[config.mk]
export PLATFORM = sky130hd
export DESIGN_NAME = adc_acq_top
export DESIGN_NICKNAME = d
export VERILOG_FILES = /design/src/rtl/adc_acq_pkg.sv /design/src/rtl/adc_acq_edge.sv /design/src/rtl/adc_acq_shift.sv /design/src/rtl/adc_acq_ctrl.sv /design/src/rtl/adc_acq_top.sv
export SDC_FILE = /design/constraint.sdc
export NUM_CORES = 1
export LEC_CHECK = 0
export BUFFER_PORTS_ARGS = -buffer_cell sky130_fd_sc_hd__buf_4
export CAP_MARGIN = 10
export CELL_PAD_IN_SITES_DETAIL_PLACEMENT = 0
export CELL_PAD_IN_SITES_GLOBAL_PLACEMENT = 1
export CORE_ASPECT_RATIO = 1.2
export CORE_MARGIN = 3
export CORE_UTILIZATION = 25
export DETAILED_ROUTE_END_ITERATION = 7
export GPL_TIMING_DRIVEN = 0
export PLACE_DENSITY = 0.56
export SLEW_MARGIN = 20
export SYNTH_ARGS = -nofsm -noshare
export SYNTH_HDL_FRONTEND = slang
export SYNTH_SLANG_ARGS = --single-unit
export TNS_END_PERCENT = 10
[constraint.sdc]
create_clock -name clk -period 2.23 [get_ports clk]
set_input_delay 0.223 -clock clk [delete_from_list [all_inputs] [get_ports clk]]
set_output_delay 0.223 -clock clk [all_outputs]
set_load 0.01 [all_outputs]
[src/rtl/adc_acq_pkg.sv]
package adc_acq_pkg;

    typedef enum logic [1:0] {
        ACQ_IDLE = 2'd0,
        ACQ_CONV = 2'd1,
        ACQ_READ = 2'd2,
        ACQ_HOLD = 2'd3
    } acq_state_e;

    // Whole clock cycles covering a duration given in nanoseconds.
    function automatic int unsigned ns_to_cycles(input int unsigned clk_mhz,
                                                 input int unsigned dur_ns);
        return (clk_mhz * dur_ns) / 1000;
    endfunction

    // Width of a counter that must reach limit-1 (at least one bit).
    function automatic int unsigned cnt_width(input int unsigned limit);
        return (limit > 1) ? $clog2(limit) : 1;
    endfunction

endpackage

[src/rtl/adc_acq_edge.sv]
module adc_acq_edge (
    input  logic clk,
    input  logic rst,
    input  logic level_i,
    output logic rise_o
);
    logic level_q;

    // Reset value 1: a level already high across reset is not an edge.
    always_ff @(posedge clk) begin
        if (rst) level_q <= 1'b1;
        else     level_q <= level_i;
    end

    assign rise_o = level_i & ~level_q;
endmodule

[src/rtl/adc_acq_shift.sv]
module adc_acq_shift #(
    parameter int unsigned DATA_W    = 8,
    parameter int unsigned SCLK_HALF = 4
) (
    input  logic              clk,
    input  logic              rst,
    input  logic              run_i,
    input  logic              sdata_i,
    output logic              sclk_o,
    output logic              done_o,
    output logic [DATA_W-1:0] word_o
);
    import adc_acq_pkg::*;

    localparam int unsigned DIV_W = cnt_width(2 * SCLK_HALF);
    localparam int unsigned BIT_W = cnt_width(DATA_W);
    localparam logic [DIV_W-1:0] DIV_MID  = DIV_W'(SCLK_HALF - 1);
    localparam logic [DIV_W-1:0] DIV_END  = DIV_W'(2 * SCLK_HALF - 1);
    localparam logic [BIT_W-1:0] BIT_LAST = BIT_W'(DATA_W - 1);

    logic [DIV_W-1:0]  div_q;
    logic [BIT_W-1:0]  bit_q;
    logic              sclk_q;
    logic [DATA_W-1:0] shreg_q;

    always_ff @(posedge clk) begin
        if (rst) begin
            div_q   <= '0;
            bit_q   <= '0;
            sclk_q  <= 1'b0;
            shreg_q <= '0;
        end else if (!run_i) begin
            div_q  <= '0;
            bit_q  <= '0;
            sclk_q <= 1'b0;
        end else begin
            div_q <= (div_q == DIV_END) ? '0 : div_q + 1'b1;
            if (div_q == DIV_MID) begin
                sclk_q  <= 1'b1;
                shreg_q <= {shreg_q[DATA_W-2:0], sdata_i};
            end
            if (div_q == DIV_END) begin
                sclk_q <= 1'b0;
                bit_q  <= bit_q + 1'b1;
            end
        end
    end

    assign sclk_o = sclk_q;
    assign done_o = run_i && (div_q == DIV_END) && (bit_q == BIT_LAST);
    assign word_o = shreg_q;
endmodule

[src/rtl/adc_acq_ctrl.sv]
module adc_acq_ctrl #(
    parameter int unsigned DATA_W   = 8,
    parameter int unsigned CONV_CYC = 200,
    parameter int unsigned WIN_CYC  = 270
) (
    input  logic              clk,
    input  logic              rst,
    input  logic              start_i,
    input  logic              rd_done_i,
    input  logic [DATA_W-1:0] word_i,
    output logic              run_o,
    output logic              conv_n_o,
    output logic              irq_o,
    output logic [DATA_W-1:0] data_o
);
    import adc_acq_pkg::*;

    localparam int unsigned CNT_W = cnt_width(WIN_CYC);
    localparam logic [CNT_W-1:0] CONV_LAST = CNT_W'(CONV_CYC - 1);
    localparam logic [CNT_W-1:0] WIN_LAST  = CNT_W'(WIN_CYC - 1);

    acq_state_e        state_q;
    logic [CNT_W-1:0]  cnt_q;
    logic              conv_n_q;
    logic              irq_q;
    logic [DATA_W-1:0] data_q;

    always_ff @(posedge clk) begin
        if (rst) begin
            state_q  <= ACQ_IDLE;
            cnt_q    <= '0;
            conv_n_q <= 1'b1;
            irq_q    <= 1'b0;
            data_q   <= '0;
        end else begin
            irq_q <= 1'b0;
            unique case (state_q)
                ACQ_IDLE: begin
                    if (start_i) begin
                        state_q  <= ACQ_CONV;
                        cnt_q    <= '0;
                        conv_n_q <= 1'b0;
                    end
                end
                ACQ_CONV: begin
                    cnt_q <= cnt_q + 1'b1;
                    if (cnt_q == CONV_LAST) begin
                        state_q  <= ACQ_READ;
                        conv_n_q <= 1'b1;
                    end
                end
                ACQ_READ: begin
                    cnt_q <= cnt_q + 1'b1;
                    if (rd_done_i) state_q <= ACQ_HOLD;
                end
                ACQ_HOLD: begin
                    cnt_q <= cnt_q + 1'b1;
                    if (cnt_q == WIN_LAST) begin
                        state_q <= ACQ_IDLE;
                        irq_q   <= 1'b1;
                        data_q  <= word_i;
                    end
                end
                default: state_q <= ACQ_IDLE;
            endcase
        end
    end

    assign run_o    = (state_q == ACQ_READ);
    assign conv_n_o = conv_n_q;
    assign irq_o    = irq_q;
    assign data_o   = data_q;
endmodule

[src/rtl/adc_acq_top.sv]
module adc_acq_top #(
    parameter int unsigned CLK_MHZ   = 50,
    parameter int unsigned CONV_NS   = 4000,
    parameter int unsigned WINDOW_NS = 5400,
    parameter int unsigned SCLK_HALF = 4,
    parameter int unsigned DATA_W    = 8
) (
    input  logic              clk,
    input  logic              rst,
    input  logic              sample_i,
    input  logic              adc_sdata_i,
    output logic              adc_conv_n_o,
    output logic              adc_sclk_o,
    output logic [DATA_W-1:0] data_o,
    output logic              irq_o
);
    import adc_acq_pkg::*;

    localparam int unsigned CONV_CYC = ns_to_cycles(CLK_MHZ, CONV_NS);
    localparam int unsigned WIN_CYC  = ns_to_cycles(CLK_MHZ, WINDOW_NS);

    logic              start_w;
    logic              run_w;
    logic              done_w;
    logic [DATA_W-1:0] word_w;

    adc_acq_edge edge_i (
        .clk     (clk),
        .rst     (rst),
        .level_i (sample_i),
        .rise_o  (start_w)
    );

    adc_acq_shift #(
        .DATA_W    (DATA_W),
        .SCLK_HALF (SCLK_HALF)
    ) shift_i (
        .clk     (clk),
        .rst     (rst),
        .run_i   (run_w),
        .sdata_i (adc_sdata_i),
        .sclk_o  (adc_sclk_o),
        .done_o  (done_w),
        .word_o  (word_w)
    );

    adc_acq_ctrl #(
        .DATA_W   (DATA_W),
        .CONV_CYC (CONV_CYC),
        .WIN_CYC  (WIN_CYC)
    ) ctrl_i (
        .clk       (clk),
        .rst       (rst),
        .start_i   (start_w),
        .rd_done_i (done_w),
        .word_i    (word_w),
        .run_o     (run_w),
        .conv_n_o  (adc_conv_n_o),
        .irq_o     (irq_o),
        .data_o    (data_o)
    );
endmodule

=== Word-level counts from Yosys, hierarchy flattened ===
Cells that the tools add are included.

* Output and inout bits: 11
* Register bits after elaboration: 37
* Word-level logic and storage cells: 52

* Equality and inequality tests: 12
* Reduce and logical (&&, ||, !) cells: 12
* Mux-type cells: 11
* Add/subtract/negate cells: 3
* Bitwise logic cells: 4

{| class="wikitable"
|+ Operator list
! operator !! number
|-
| $pmux W9 S2 || 1
|-
| $add A9 B1 Y9 const B || 1
|-
| $eq A9 B8 Y1 const B || 1
|-
| $eq A9 B9 Y1 const B || 1
|-
| $mux W9 || 1
|-
| $mux W2 || 4
|-
| $ne A2 B1 Y1 const B || 4
|-
| $pmux W2 S4 || 1
|-
| $add A3 B1 Y3 const B || 2
|-
| $eq A3 B3 Y1 const B || 2
|-
| $reduce_or A3 Y1 || 2
|-
| $eq A2 B2 Y1 const B || 2
|-
| $reduce_and A2 Y1 || 2
|-
| $reduce_and A4 Y1 || 1
|-
| $reduce_or A2 Y1 || 2
|-
| $eq A3 B2 Y1 const B || 1
|-
| $mux W1 || 3
|-
| $not A1 Y1 || 3
|-
| $reduce_and A3 Y1 || 1
|-
| $eq A2 B1 Y1 const B || 1
|-
| $logic_and A1 B1 Y1 || 2
|-
| $logic_not A2 Y1 || 1
|-
| $pmux W1 S2 || 1
|-
| $reduce_bool A2 Y1 || 1
|-
| $and A1 B1 Y1 || 1
|}

=== Longest topological paths before layout ===
* Depth after elaboration: 5
* Gate-level depth with buffers: 7
* Mapped depth without buffers: 6

=== By module ===
A second synthesis with hierarchy kept.

* Cells, all modules: 162
* Area total of the unflattened synthesis: 1644.1 µm²

{| class="wikitable"
|+ By module, submodules not included
! module !! area each (µm²) !! instances !! cells each
|-
| adc_acq_ctrl || 994.7 || 1 || 104
|-
| adc_acq_shift || 616.8 || 1 || 55
|-
| adc_acq_edge || 32.5 || 1 || 3
|}

=== Worst setup path before layout ===
No wires, ideal clock.

* Path type: register -> register
* From: register ctrl_i.cnt_q[2]
* To: register ctrl_i.conv_n_q, in the netlist ctrl_i.conv_n_o
* Slack: 0.450 ns
* Stages on the path, launching flop included: 5
* Buffers on the path: 0
* Library setup time: 0.122 ns
* Arrival time: 1.659 ns
* Cell sequence: dfxtp_1 or4b_4 a2111oi_4 o21ai_1 a221o_1

* Word-level cells in the longest chain between the ends: 3

{| class="wikitable"
|+ Ends and longest elaborated chain
! what !! line !! text
|-
| start, declared || adc_acq_ctrl.sv:23 || <nowiki>logic [CNT_W-1:0] cnt_q;</nowiki>
|-
| start signal, assigned || adc_acq_ctrl.sv:46 || <nowiki>cnt_q <= cnt_q + 1'b1;</nowiki>
|-
| start signal, assigned || adc_acq_ctrl.sv:53 || <nowiki>cnt_q <= cnt_q + 1'b1;</nowiki>
|-
| start signal, assigned || adc_acq_ctrl.sv:57 || <nowiki>cnt_q <= cnt_q + 1'b1;</nowiki>
|-
| $eq A9 B8 Y1 || adc_acq_ctrl.sv:47 || <nowiki>if (cnt_q == CONV_LAST) begin</nowiki>
|-
| $ne A2 B1 Y1 (no line) || - ||
|-
| $reduce_and A3 Y1 (no line) || - ||
|-
| end signal, assigned || adc_acq_ctrl.sv:32 || <nowiki>conv_n_q <= 1'b1;</nowiki>
|-
| end signal, assigned || adc_acq_ctrl.sv:42 || <nowiki>conv_n_q <= 1'b0;</nowiki>
|-
| end signal, assigned || adc_acq_ctrl.sv:49 || <nowiki>conv_n_q <= 1'b1;</nowiki>
|-
| end, declared || adc_acq_ctrl.sv:24 || <nowiki>logic conv_n_q;</nowiki>
|}

Every way passes these cells.
A chain may end at the register's enable or synchronous reset.

=== Worst setup path in the final report ===
* From: register ctrl_i.cnt_q[0]
* To: register ctrl_i.data_q[4], in the netlist ctrl_i.data_o[4]

* Word-level cells in the longest chain between the ends: 2

{| class="wikitable"
|+ Ends and longest elaborated chain
! what !! line !! text
|-
| $eq A9 B9 Y1 || adc_acq_ctrl.sv:58 || <nowiki>if (cnt_q == WIN_LAST) begin</nowiki>
|-
| $reduce_and A2 Y1 (no line) || - ||
|-
| end signal, assigned || adc_acq_ctrl.sv:61 || <nowiki>data_q <= word_i;</nowiki>
|-
| end, declared || adc_acq_ctrl.sv:26 || <nowiki>logic [DATA_W-1:0] data_q;</nowiki>
|}

Every way passes these cells.

==> flow_summary.json <==
{
  "synth-seq-area-share": 0.4465,
  "fin_skew_ps": 8.993,
  "clkPwrFrac": 0.300,
  "clockBufferDepth": 2,
  "clk_latency_ps": 300,
  "slew_viol_final": 0,
  "synth_top_area_cell": "dfxtp_1",
  "hold_path.class": "input port to register",
  "io_pins": 15,
  "synth-warning-count": 0,
  "syn-num-nets": 193,
  "routedWlPerCell_um": 11.95,
  "num_vias": 1273,
  "netlist_area_mm2": 0.001659,
  "rsz0062_at_grt": "no",
  "crit_type": "register to register",
  "synthTopCellsByCount": "dfxtp_1, nor2_1, nand2_1",
  "post_cts_buffers": 0,
  "vias_per_cell": 4.530,
  "syn_inst": 177,
  "p_seq_frac": 0.469,
  "clkSlewWorstSetupHoldPaths_ps": 80,
  "ys.flop_type": "dfxtp_1",
  "p_int_uw": 1074,
  "yosysMostFrequentCell": "dfxtp_1",
  "first_global_vias": 1209,
  "async_flop_share": 0,
  "crit_fanout": 9,
  "synth_edf_count": 0,
  "max_freq_mhz": 508.5,
  "gp_congestion": 0.7268,
  "totalWireLength_um": 3358,
  "layout.nets": 214,
  "ys_types": 31,
  "total_power_uw": 1586,
  "max_cap_viol_count": 0,
  "min_period_over_period": 0.8819,
  "relSlewSlack": 0.5519,
  "peakVddDrop_mv": 0.3255,
  "p_leak_uw": 0.0007402,
  "power.switching_uw": 512.4,
  "setup_viol": 0,
  "initial_utilization": 0.2657,
  "htreeDepth": 2,
  "drive_gt1_frac": 0.1508,
  "pwr-share-comb": 0.231,
  "antenna_found_initial": 0,
  "dp_slack_ps": 149.8,
  "grt-ovfl-total": 0,
  "drt-initial-drc-count": 40,
  "timing.final.crit_period_ps": 1967,
  "ant_nets": 0,
  "finalHoldViolations": 0,
  "antenna_cells": 0,
  "critPathCaptureType": "register",
  "grt_max_degree": 14,
  "die_width_um": 80.37,
  "clock_sinks": 37,
  "die_h_um": 95.24,
  "io_buffer_count": 14,
  "worst_ep_arrival_time_ps": 2140,
  "dr.pass1.iters": 4,
  "avgSynthCellArea_um2": 9.373,
  "status": "complete, no violations",
  "place_hpwl_um": 2393,
  "netSwitchingFraction": 0.3230,
  "worstPathRequired_ps": 2400,
  "yosys.area.top_type_share": 0.4465,
  "cts_made_buffers": 5,
  "area_growth_pct": 18.40,
  "grt_pass1_wl_um": 5789,
  "grt_usage": 0.09876,
  "finalSetupTns_ps": 0,
  "synth_seq_cells": 37,
  "drc": 0,
  "core-area_mm2": 0.006245,
  "cp-start-kind": "register",
  "powerDensity_mw_per_mm2": 807.6,
  "max_slew.worst_pin.slew_ps": 672.2,
  "cts-root-buf": "clkbuf_8",
  "rows": 31,
  "fillCellCount": 691,
  "dieArea_mm2": 0.007654,
  "timing.final.ws_setup_ps": 263.3,
  "hold_buffers": 0,
  "cts_tree": "yes",
  "synth_area_leaders": "dfxtp_1, ha_1, mux2i_1, nor2_1, xnor2_1"
}
critical path, cell delays in order, from the launching register on:
cell and delay (ps):
dfxtp_1 470, ha_1 180, nor4bb_2 430, nand4bb_1 140, clkbuf_1 330, mux2i_1 240, nor2_1 50
final cells by class:
cell class	instances	area, um2	share of cell area
inverters	7	26.28	0.01338
flip-flops and latches	37	740.7	0.3771
clock inverters	3	22.52	0.01146
plain buffers	10	38.79	0.01975
repair buffers	14	105.1	0.05350
multi-input cells	123	859.6	0.4376
well taps	82	102.6	0.05223
clock buffers	5	68.82	0.03503
layer usage:
metal | routed length [um] | up-vias | global-route usage
met2 | 1514 | 23 | 0.1519
met4 | 51 | 0 | 0.03803
met1 | 1570 | 583 | 0.1222
met5 | 0 | - | 0
met3 | 222 | 6 | 0.04159
li1 | - | 661 | -
stage by stage:
step	cell area [um2]	instances	hold WS, ps	utilization
after floorplan	1659	177	327.8	-
after global routing	1964	281	128.3	0.3146
after global placement	1867	273	416.2	0.2989
final	1964	281	123.0	0.3146
after CTS	1958	281	117.8	0.3136
after detailed placement	1867	273	418.9	0.2989
power groups by stage:
stage,Combinational (uW),Clock (uW),Sequential [uW]
3_3_place_gp,377,0,762
2_1_floorplan,277,0,752
3_5_place_dp,376,0,762
4_1_cts,377,505,747
6_report,366,476,745
5_1_grt,421,534,751
logic make-up after synthesis:
family	synth area share
compound gates	0.1380
fa+ha+maj	0.09050
xor+xnor	0.04751
flops	0.4465
mux	0.06033
simple gates	0.1780
buf+inv	0.03921
cell usage in the layout (no fill, tap or decap):
cell and count:
nor4bb_2 1, nor2_1 23, mux2i_1 10, nand4bb_1 1, a21o_1 1, a2111oi_0 3, nand2_1 14, nand2b_1 1
a41oi_1 1, xnor2_1 9, o2111ai_1 2, dfxtp_1 37, a41o_2 1, o41ai_1 2, inv_1 7, or2_2 2
a211oi_1 3, o21ai_1 1, buf_4 14, clkinv_4 2, and2_1 2, buf_2 1, a221o_1 1, nor3b_1 1
or4b_4 1, or2b_1 1, a21oi_1 13, nand3_1 12, ha_1 12, clkinv_2 1, o31a_2 1, clkbuf_1 9
clkbuf_8 5, nor3_1 3, a2111oi_4 1
flip-flops by register name (all words and copies together), names as in the netlist, 2 cells and up:
| name | flops |
|---|---|
| shift_i.bit_q | 3 |
| ctrl_i.data_o | 8 |
| ctrl_i.state_q | 2 |
| shift_i.word_o | 8 |
| ctrl_i.cnt_q | 9 |
| shift_i.div_q | 3 |
final timing paths:
kind | start | to | slack [ps] | cells past startpoint
worst min register to register | shift_i.div_q[0]$_SDFF_PP0_ | shift_i.div_q[0]$_SDFF_PP0_ | 430 | 1
worst min-delay path | sample_i | edge_i.level_q$_SDFF_PP1_ | 120 | 2
worst max-delay path | ctrl_i.cnt_q[0]$_SDFFE_PP0P_ | ctrl_i.data_o[4]$_SDFFE_PP0P_ | 260 | 6
worst max register to register | ctrl_i.cnt_q[0]$_SDFFE_PP0P_ | ctrl_i.data_o[4]$_SDFFE_PP0P_ | 260 | 6
timing repair:
| item | 4_1_cts | 5_1_grt |
|---|---|---|
| resized for setup | 0 | 1 |
| endpoints found under the hold margin | 0 | 0 |
| endpoints found under the setup margin | 0 | 1 |
Power figures use the tool's default switching activity.
